$ cat src/rtl/boot_seq_pkg.sv
package boot_seq_pkg;

   localparam int BYTE_W = 8;
   localparam int LEN_W  = 2 * BYTE_W;

   localparam logic [BYTE_W-1:0] SYNC_REQ  = 8'h55;
   localparam logic [BYTE_W-1:0] SYNC_ACK  = 8'hAA;
   localparam logic [BYTE_W-1:0] ERASE_BAD = 8'hFF;

   typedef enum logic [3:0] {
      ST_SYNC   = 4'd0,
      ST_LEN_HI = 4'd1,
      ST_LEN_LO = 4'd2,
      ST_LOAD   = 4'd3,
      ST_DRAIN  = 4'd4,
      ST_ERASE  = 4'd5,
      ST_REPORT = 4'd6,
      ST_RUN    = 4'd7,
      ST_ABORT  = 4'd8
   } boot_st_e;

endpackage

$ cat src/rtl/boot_tx_slot.sv
module boot_tx_slot #(
   parameter int DW = 8
) (
   input  logic          clk,
   input  logic          rst_n,
   input  logic          load,
   input  logic [DW-1:0] load_byte,
   input  logic          ready,
   output logic          valid,
   output logic [DW-1:0] data
);

   always_ff @(posedge clk or negedge rst_n) begin
      if (!rst_n) begin
         valid <= 1'b0;
         data  <= '0;
      end else if (load) begin
         valid <= 1'b1;
         data  <= load_byte;
      end else if (ready) begin
         valid <= 1'b0;
      end
   end

endmodule

$ cat src/rtl/boot_len_ctr.sv
module boot_len_ctr #(
   parameter int LW = 16
) (
   input  logic          clk,
   input  logic          rst_n,
   input  logic          load,
   input  logic [LW-1:0] load_val,
   input  logic          dec,
   output logic          last
);

   logic [LW-1:0] remain_q;

   always_ff @(posedge clk or negedge rst_n) begin
      if (!rst_n)    remain_q <= '0;
      else if (load) remain_q <= load_val;
      else if (dec)  remain_q <= remain_q - 1'b1;
   end

   assign last = (remain_q == LW'(1));

endmodule

$ cat src/rtl/boot_addr_ptr.sv
module boot_addr_ptr #(
   parameter int             AW   = 16,
   parameter logic [AW-1:0]  BASE = '0
) (
   input  logic          clk,
   input  logic          rst_n,
   input  logic          step,
   output logic [AW-1:0] addr
);

   always_ff @(posedge clk or negedge rst_n) begin
      if (!rst_n)    addr <= BASE;
      else if (step) addr <= addr + 1'b1;
   end

endmodule

$ cat src/rtl/boot_seq.sv
module boot_seq
   import boot_seq_pkg::*;
#(
   parameter int            AW       = 16,
   parameter logic [AW-1:0] RAM_BASE = 16'h2000
) (
   input  logic                 clk,
   input  logic                 rst_n,
   input  logic                 rx_valid,
   input  logic [BYTE_W-1:0]    rx_data,
   output logic                 tx_valid,
   input  logic                 tx_ready,
   output logic [BYTE_W-1:0]    tx_data,
   output logic                 ram_we,
   output logic [AW-1:0]        ram_addr,
   output logic [BYTE_W-1:0]    ram_wdata,
   output logic                 erase_req,
   input  logic                 erase_done,
   input  logic                 erase_fail,
   output logic                 run_ram
);

   generate
      if (AW < 8 || AW > 32) begin : g_bad_aw
         $error("boot_seq: AW must lie in 8..32");
      end
   endgenerate

   boot_st_e          st_q, st_d;
   logic [BYTE_W-1:0] len_hi_q;
   logic              rx_take;
   logic              tx_load;
   logic [BYTE_W-1:0] tx_byte;
   logic              wr_now;
   logic              len_load;
   logic              len_dec;
   logic              len_last;
   logic [AW-1:0]     ptr;
   logic [LEN_W-1:0]  len_full;

   assign rx_take  = rx_valid && !tx_valid;
   assign len_full = {len_hi_q, rx_data};

   always_comb begin
      st_d     = st_q;
      tx_load  = 1'b0;
      tx_byte  = rx_data;
      wr_now   = 1'b0;
      len_load = 1'b0;
      len_dec  = 1'b0;
      unique case (st_q)
         ST_SYNC: if (rx_take && rx_data == SYNC_REQ) begin
            tx_load = 1'b1;
            tx_byte = SYNC_ACK;
            st_d    = ST_LEN_HI;
         end
         ST_LEN_HI: if (rx_take) begin
            tx_load = 1'b1;
            st_d    = ST_LEN_LO;
         end
         ST_LEN_LO: if (rx_take) begin
            tx_load  = 1'b1;
            len_load = 1'b1;
            st_d     = (len_full == '0) ? ST_DRAIN : ST_LOAD;
         end
         ST_LOAD: if (rx_take) begin
            tx_load = 1'b1;
            wr_now  = 1'b1;
            len_dec = 1'b1;
            if (len_last) st_d = ST_DRAIN;
         end
         ST_DRAIN: if (!tx_valid || tx_ready) st_d = ST_ERASE;
         ST_ERASE: begin
            if (erase_fail) begin
               tx_load = 1'b1;
               tx_byte = ERASE_BAD;
               st_d    = ST_ABORT;
            end else if (erase_done) begin
               tx_load = 1'b1;
               tx_byte = SYNC_ACK;
               st_d    = ST_REPORT;
            end
         end
         ST_REPORT: if (tx_valid && tx_ready) st_d = ST_RUN;
         ST_RUN:    st_d = ST_RUN;
         ST_ABORT:  st_d = ST_ABORT;
         default:   st_d = ST_ABORT;
      endcase
   end

   always_ff @(posedge clk or negedge rst_n) begin
      if (!rst_n) begin
         st_q      <= ST_SYNC;
         len_hi_q  <= '0;
         ram_we    <= 1'b0;
         ram_addr  <= '0;
         ram_wdata <= '0;
      end else begin
         st_q   <= st_d;
         ram_we <= wr_now;
         if (st_q == ST_LEN_HI && rx_take) len_hi_q <= rx_data;
         if (wr_now) begin
            ram_addr  <= ptr;
            ram_wdata <= rx_data;
         end
      end
   end

   assign erase_req = (st_q == ST_ERASE);
   assign run_ram   = (st_q == ST_RUN);

   boot_tx_slot #(.DW(BYTE_W)) u_tx (
      .clk       (clk),
      .rst_n     (rst_n),
      .load      (tx_load),
      .load_byte (tx_byte),
      .ready     (tx_ready),
      .valid     (tx_valid),
      .data      (tx_data)
   );

   boot_len_ctr #(.LW(LEN_W)) u_len (
      .clk      (clk),
      .rst_n    (rst_n),
      .load     (len_load),
      .load_val (len_full),
      .dec      (len_dec),
      .last     (len_last)
   );

   boot_addr_ptr #(.AW(AW), .BASE(RAM_BASE)) u_ptr (
      .clk   (clk),
      .rst_n (rst_n),
      .step  (wr_now),
      .addr  (ptr)
   );

endmodule

$ cat config.mk
export PLATFORM = sky130hd
export DESIGN_NAME = boot_seq
export DESIGN_NICKNAME = d
export VERILOG_FILES = /design/src/rtl/boot_seq_pkg.sv /design/src/rtl/boot_tx_slot.sv /design/src/rtl/boot_len_ctr.sv /design/src/rtl/boot_addr_ptr.sv /design/src/rtl/boot_seq.sv
export SDC_FILE = /design/constraint.sdc
export NUM_CORES = 1
export LEC_CHECK = 0
export ABC_AREA = 1
export CORE_ASPECT_RATIO = 1.4
export CORE_MARGIN = 10
export CORE_UTILIZATION = 56
export DETAILED_ROUTE_END_ITERATION = 8
export PLACE_DENSITY = 0.8
export SLEW_MARGIN = 30
export SYNTH_ARGS = -nofsm -noshare
export SYNTH_HDL_FRONTEND = slang
export SYNTH_SLANG_ARGS = --single-unit
$ cat constraint.sdc
create_clock -name clk -period 2.1 [get_ports clk]
set_clock_uncertainty 0.2 [all_clocks]
set_input_delay 0.42 -clock clk [delete_from_list [all_inputs] [get_ports clk]]
set_output_delay 0.42 -clock clk [all_outputs]
set_load 0.01 [all_outputs]
Word level (Yosys, flattened, before mapping). Index checks and enable logic that the tools add are counted.

Flip-flop bits (word level): 78. Output and inout bits: 36. Word-level logic and storage cells: 66.

$add $sub $neg: 2. Muxes and demuxes: 26. Equality and inequality tests: 17. Reduce and logical (&&, ||, !) cells: 12.

Operator list (count): two-way mux 4 bit (9); two-way mux 16 bit (2); one-hot mux 4 bit (8 select lines) (1); two-way mux 8 bit (3); adder 16 x 1 -> 16 bit, second input constant (1); == test 16 x 1 -> 1 bit, second input constant (1); == test 4 x 3 -> 1 bit, second input constant (4); logical NOT 16 bit (1); one-hot mux 8 bit (2 select lines) (1); subtractor 16 x 1 -> 16 bit, second input constant (1); != test 2 bit, second input constant (7); == test 4 x 2 -> 1 bit, second input constant (2); == test 8 x 7 -> 1 bit, second input constant (1); two-way mux 1 bit (8); AND reduction 8 bit (1); == test 4 x 1 -> 1 bit, second input constant (1); logical AND 1 bit (4); logical NOT 4 bit (1); nonzero test 2 bit (2); two-way mux 3 bit (1); != test 3 x 1 -> 1 bit, second input constant (1); one-hot mux 1 bit (3 select lines) (1); OR reduction 3 bit (1); logical NOT 1 bit (1); logical OR 1 bit (1).

Longest topological paths before layout.
Depth in word-level cells: 6. Depth in mapped cells: 10. Gate-level depth less buffers: 10.

Modules after synthesis. A second synthesis with hierarchy kept.

Cells, all modules: 535. Area, all modules: 4194.0 um2.

By module, submodules not included: boot_seq (area each 1898.1 um2, cells each 237, times used 1); boot_len_ctr (area each 1139.8 um2, cells each 163, times used 1); boot_addr_ptr (area each 814.5 um2, cells each 97, times used 1); boot_tx_slot (area each 341.6 um2, cells each 38, times used 1).

Least setup slack after synthesis. OpenSTA, ideal clock, no wires.

Kind: register to register. From: register u_len.remain_q[0]. To: register u_len.remain_q[10]. Required time: 1787 ps. Cell stages (with the launch flop): 10. Data arrival time: 1299 ps. Buffers on the path: 0. Path slack: 488 ps. Period minus slack after synthesis: 1612 ps. Cells stage by stage: dfrtp_1 inv_1 ha_1 nand2_1 nor2_1 nand3_1 o21ai_1 nand2_1 nand2_1 inv_1.

Word-level cells in the longest chain between the ends: 3.

RTL lines: start: declaration (line boot_len_ctr.sv:12) `logic [LW-1:0] remain_q;`; start signal: assignment (line boot_len_ctr.sv:16) `else if (load) remain_q <= load_val;`; start signal: assignment (line boot_len_ctr.sv:17) `else if (dec) remain_q <= remain_q - 1'b1;`; subtractor 16 x 1 -> 16 bit (line boot_len_ctr.sv:17); two-way mux 16 bit (line boot_len_ctr.sv:17); two-way mux 16 bit (line boot_len_ctr.sv:16).

Every way passes these cells. The select of a mux whose other input is x is not followed. A chain may end at the register's enable or synchronous reset.

Final worst setup path.
From: register u_tx.valid. To: output tx_valid.

RTL lines: start: declaration (line boot_tx_slot.sv:9) `output logic valid,`; start signal: assignment (line boot_tx_slot.sv:15) `valid <= 1'b0;`; start signal: assignment (line boot_tx_slot.sv:18) `valid <= 1'b1;`; start signal: assignment (line boot_tx_slot.sv:21) `valid <= 1'b0;`; end: declaration (line boot_seq.sv:11) `output logic tx_valid,`.

No word-level cell between the ends.

==> impl_metrics.json <==
{
  "status": "completed",
  "area_delta_synth_final_pct": 25.3,
  "routabilityCongestion": 0.902,
  "cap_violations": 0,
  "finalHoldViolCount": 0,
  "remaining_drc_errors": 0,
  "htreeDepth": 3,
  "cp_max_fo": 4,
  "die_w_um": 93.3,
  "grt_max_degree": 37,
  "peakVddDrop_mv": 0.515,
  "combPwrFrac": 0.046,
  "p_seq_frac": 0.539,
  "placedInstanceArea_um2": 5050,
  "clk_latency_ns": 0.36,
  "numCtsBuffers": 9,
  "fin_crit_sh": 0.957,
  "rr_endpoint": "u_len.remain_q[12]",
  "slowest_delay_ns": 0.58,
  "min_period_ns": 2.01,
  "slew_violations": 0,
  "grt_pass1_wl_mm": 19.7,
  "holdWs_ns": 0.287,
  "root_buffer": "clkbuf_8",
  "netlist_instances": 574,
  "crit_required_ns": 1.48,
  "regToRegSetupSlack_ns": 0.20,
  "die_h_um": 123,
  "rsz0062_at_grt": "false",
  "mostFrequentLayoutCell": "nand2_1",
  "cp.arrival_ns": 1.39,
  "final_nets": 672,
  "synth_area_um2": 4210,
  "drt_iter0_markers": 260,
  "numPortBuffers": 49,
  "initial_utilization": 0.575,
  "internal_power_w": 0.00215,
  "sw_frac_of_total": 0.227,
  "vias": 4081,
  "p_leak_nw": 2.67,
  "rows": 37,
  "clock-sinks": 78,
  "mostFrequentLayoutCells": "nand2_1 (191), dfrtp_1 (75), nor2_1 (61), inv_1 (57), clkdlybuf4s50_1 (46)",
  "grt_antenna_before_repair": 0,
  "ys_types": 29,
  "cts_tree": "built",
  "min_path_type": "reg2reg",
  "min_path_cells": 2,
  "vias_per_cell": 5.41,
  "cp_slowest_cell": "clkdlybuf4s50_1",
  "clk_pin_slew_ns": 0.08,
  "cp_num_buf_inv": 1,
  "fmax_ghz": 0.497,
  "path_cells": "clkdlybuf4s50_1",
  "setup_viol": 0,
  "synth-seq-cells": 78,
  "io_pins": 50,
  "worstMarginPinSlew_ns": 0.528,
  "syn_nets": 591,
  "grt_util_all_layers": 0.215,
  "die-area_um2": 11400,
  "routed_wl_mm": 11.8,
  "grt_remaining_overflow": 0,
  "avgSynthCellArea_um2": 7.33,
  "cts.path.max_buffers": 2,
  "cp-end-kind": "primary output",
  "hp-start": "u_tx.data[4]",
  "power_density_nw_per_um2": 528,
  "synth_edf_count": 0,
  "rr_startpoint": "st_q[0]",
  "cp-start-kind": "register",
  "dp_hpwl_mm": 8.68,
  "setup_tns_ns": 0,
  "antenna_cells": 0,
  "path_class": "reg2out",
  "power_w": 0.00278,
  "worstHoldEndpoint": "u_tx.data[4]",
  "seq_area_frac_synth": 0.464,
  "synth_flop_cell": "dfrtp_1",
  "p_sw_w": 0.000632,
  "coreArea_um2": 7310,
  "r2r_cells": 8,
  "fin_util": 0.721,
  "grt_pass1_vias": 4185,
  "ys_async_sr_fraction": 1.00,
  "maxSlewHeadroom": 0.647,
  "p_clk_frac": 0.415,
  "antenna_left": 0,
  "drive_above_1_share": 0.126,
  "drt-pass1-iter-count": 6,
  "synth_warnings": 0,
  "crit_family": "buffers and inverters",
  "wl_per_cell_um": 15.6,
  "final_area_um2": 5270
}
cell usage after synthesis, types with 7 or more instances:
master	number	area share
nand2_1	191	0.17
nand3_1	41	0.049
nor2_1	61	0.054
inv_1	57	0.051
nand2_2	9	0.013
dfrtp_1	77	0.46
nand4_1	7	0.010
a21oi_1	11	0.013
nor2_4	7	0.019
inv_2	10	0.0089
o21ai_1	42	0.050
xor2_1	13	0.027
o21ai_0	13	0.015
stage by stage:
stage               worst slack [ns]  instances
floorplan                      0.488        574
global placement             0.00607        738
detailed placement           -0.0370        738
CTS                           0.0749        755
global route                  0.0217        755
finish                        0.0894        755
final cells by class:
type,count,area (um2)
clock buffer,11,151
fill,596,2040
clock inverter,3,45.0
multi-input combinational,416,1940
timing repair buffer,82,798
inverter,68,260
sequential,78,1960
tap,97,121
repair_timing:
item / 4_1_cts / 5_1_grt
setup endpoints to repair: 2 / 0
hold buffers: 1 / 0
endpoints found under the hold margin: 29 / 0
setup buffers: 2 / 0
resized for setup: 5 / 0
state kept, by name (all words and copies together) (netlist names):
| name | flops |
|---|---|
| u_tx.valid | 1 |
| ram_wdata | 8 |
| ram_addr | 16 |
| u_tx.data | 8 |
| ram_we | 1 |
| u_ptr.addr | 16 |
| st_q | 4 |
| len_hi_q | 8 |
| u_len.remain_q | 16 |
power groups by stage:
stage          Combinational [W]  Sequential (W)  Clock (W)
6_report                0.000129         0.00150    0.00115
3_5_place_dp            0.000126         0.00153          0
4_1_cts                 0.000129         0.00150    0.00117
2_1_floorplan          0.0000285         0.00153          0
5_1_grt                 0.000140         0.00150    0.00121
3_3_place_gp            0.000125         0.00153          0
worst max path at each step:
stage                                 start                 end  slack [ns]  depth (start not counted)
after floorplan           u_len.remain_q[0]  u_len.remain_q[10]        0.49                          9
after global placement           rx_data[1]        u_tx.data[7]       0.006                         10
after detailed placement         rx_data[1]        u_tx.data[5]       -0.04                         10
after CTS                        u_tx.valid            tx_valid        0.07                          1
after global routing                st_q[1]           erase_req        0.02                          4
final                            u_tx.valid            tx_valid        0.09                          1
cell families after synthesis:
group / Yosys count / share of synthesized area
simple gates: 327 / 0.335
buf+inv: 80 / 0.0747
flops: 78 / 0.464
compound gates: 73 / 0.0904
xor+xnor: 13 / 0.0271
fa+ha+maj: 3 / 0.00892
layer usage:
metal  up-vias  global-route usage  share of wire
met5         -                   0              0
met4         0              0.0948          0.027
met3        34              0.0556          0.054
met2       156               0.384           0.53
met1      1923               0.234           0.38
li1       1968                   -              -
worst register-to-register path, stage by stage, from the launching register on:
cell and delay [ns]:
dfrtp_2 0.49, inv_2 0.14, nand2_1 0.10, nor2_2 0.17
nand2_2 0.21, buf_4 0.23, nand2_1 0.06, nor2_1 0.04
o21ai_0 0.18
Note: power is estimated with default switching activity, not from simulation.
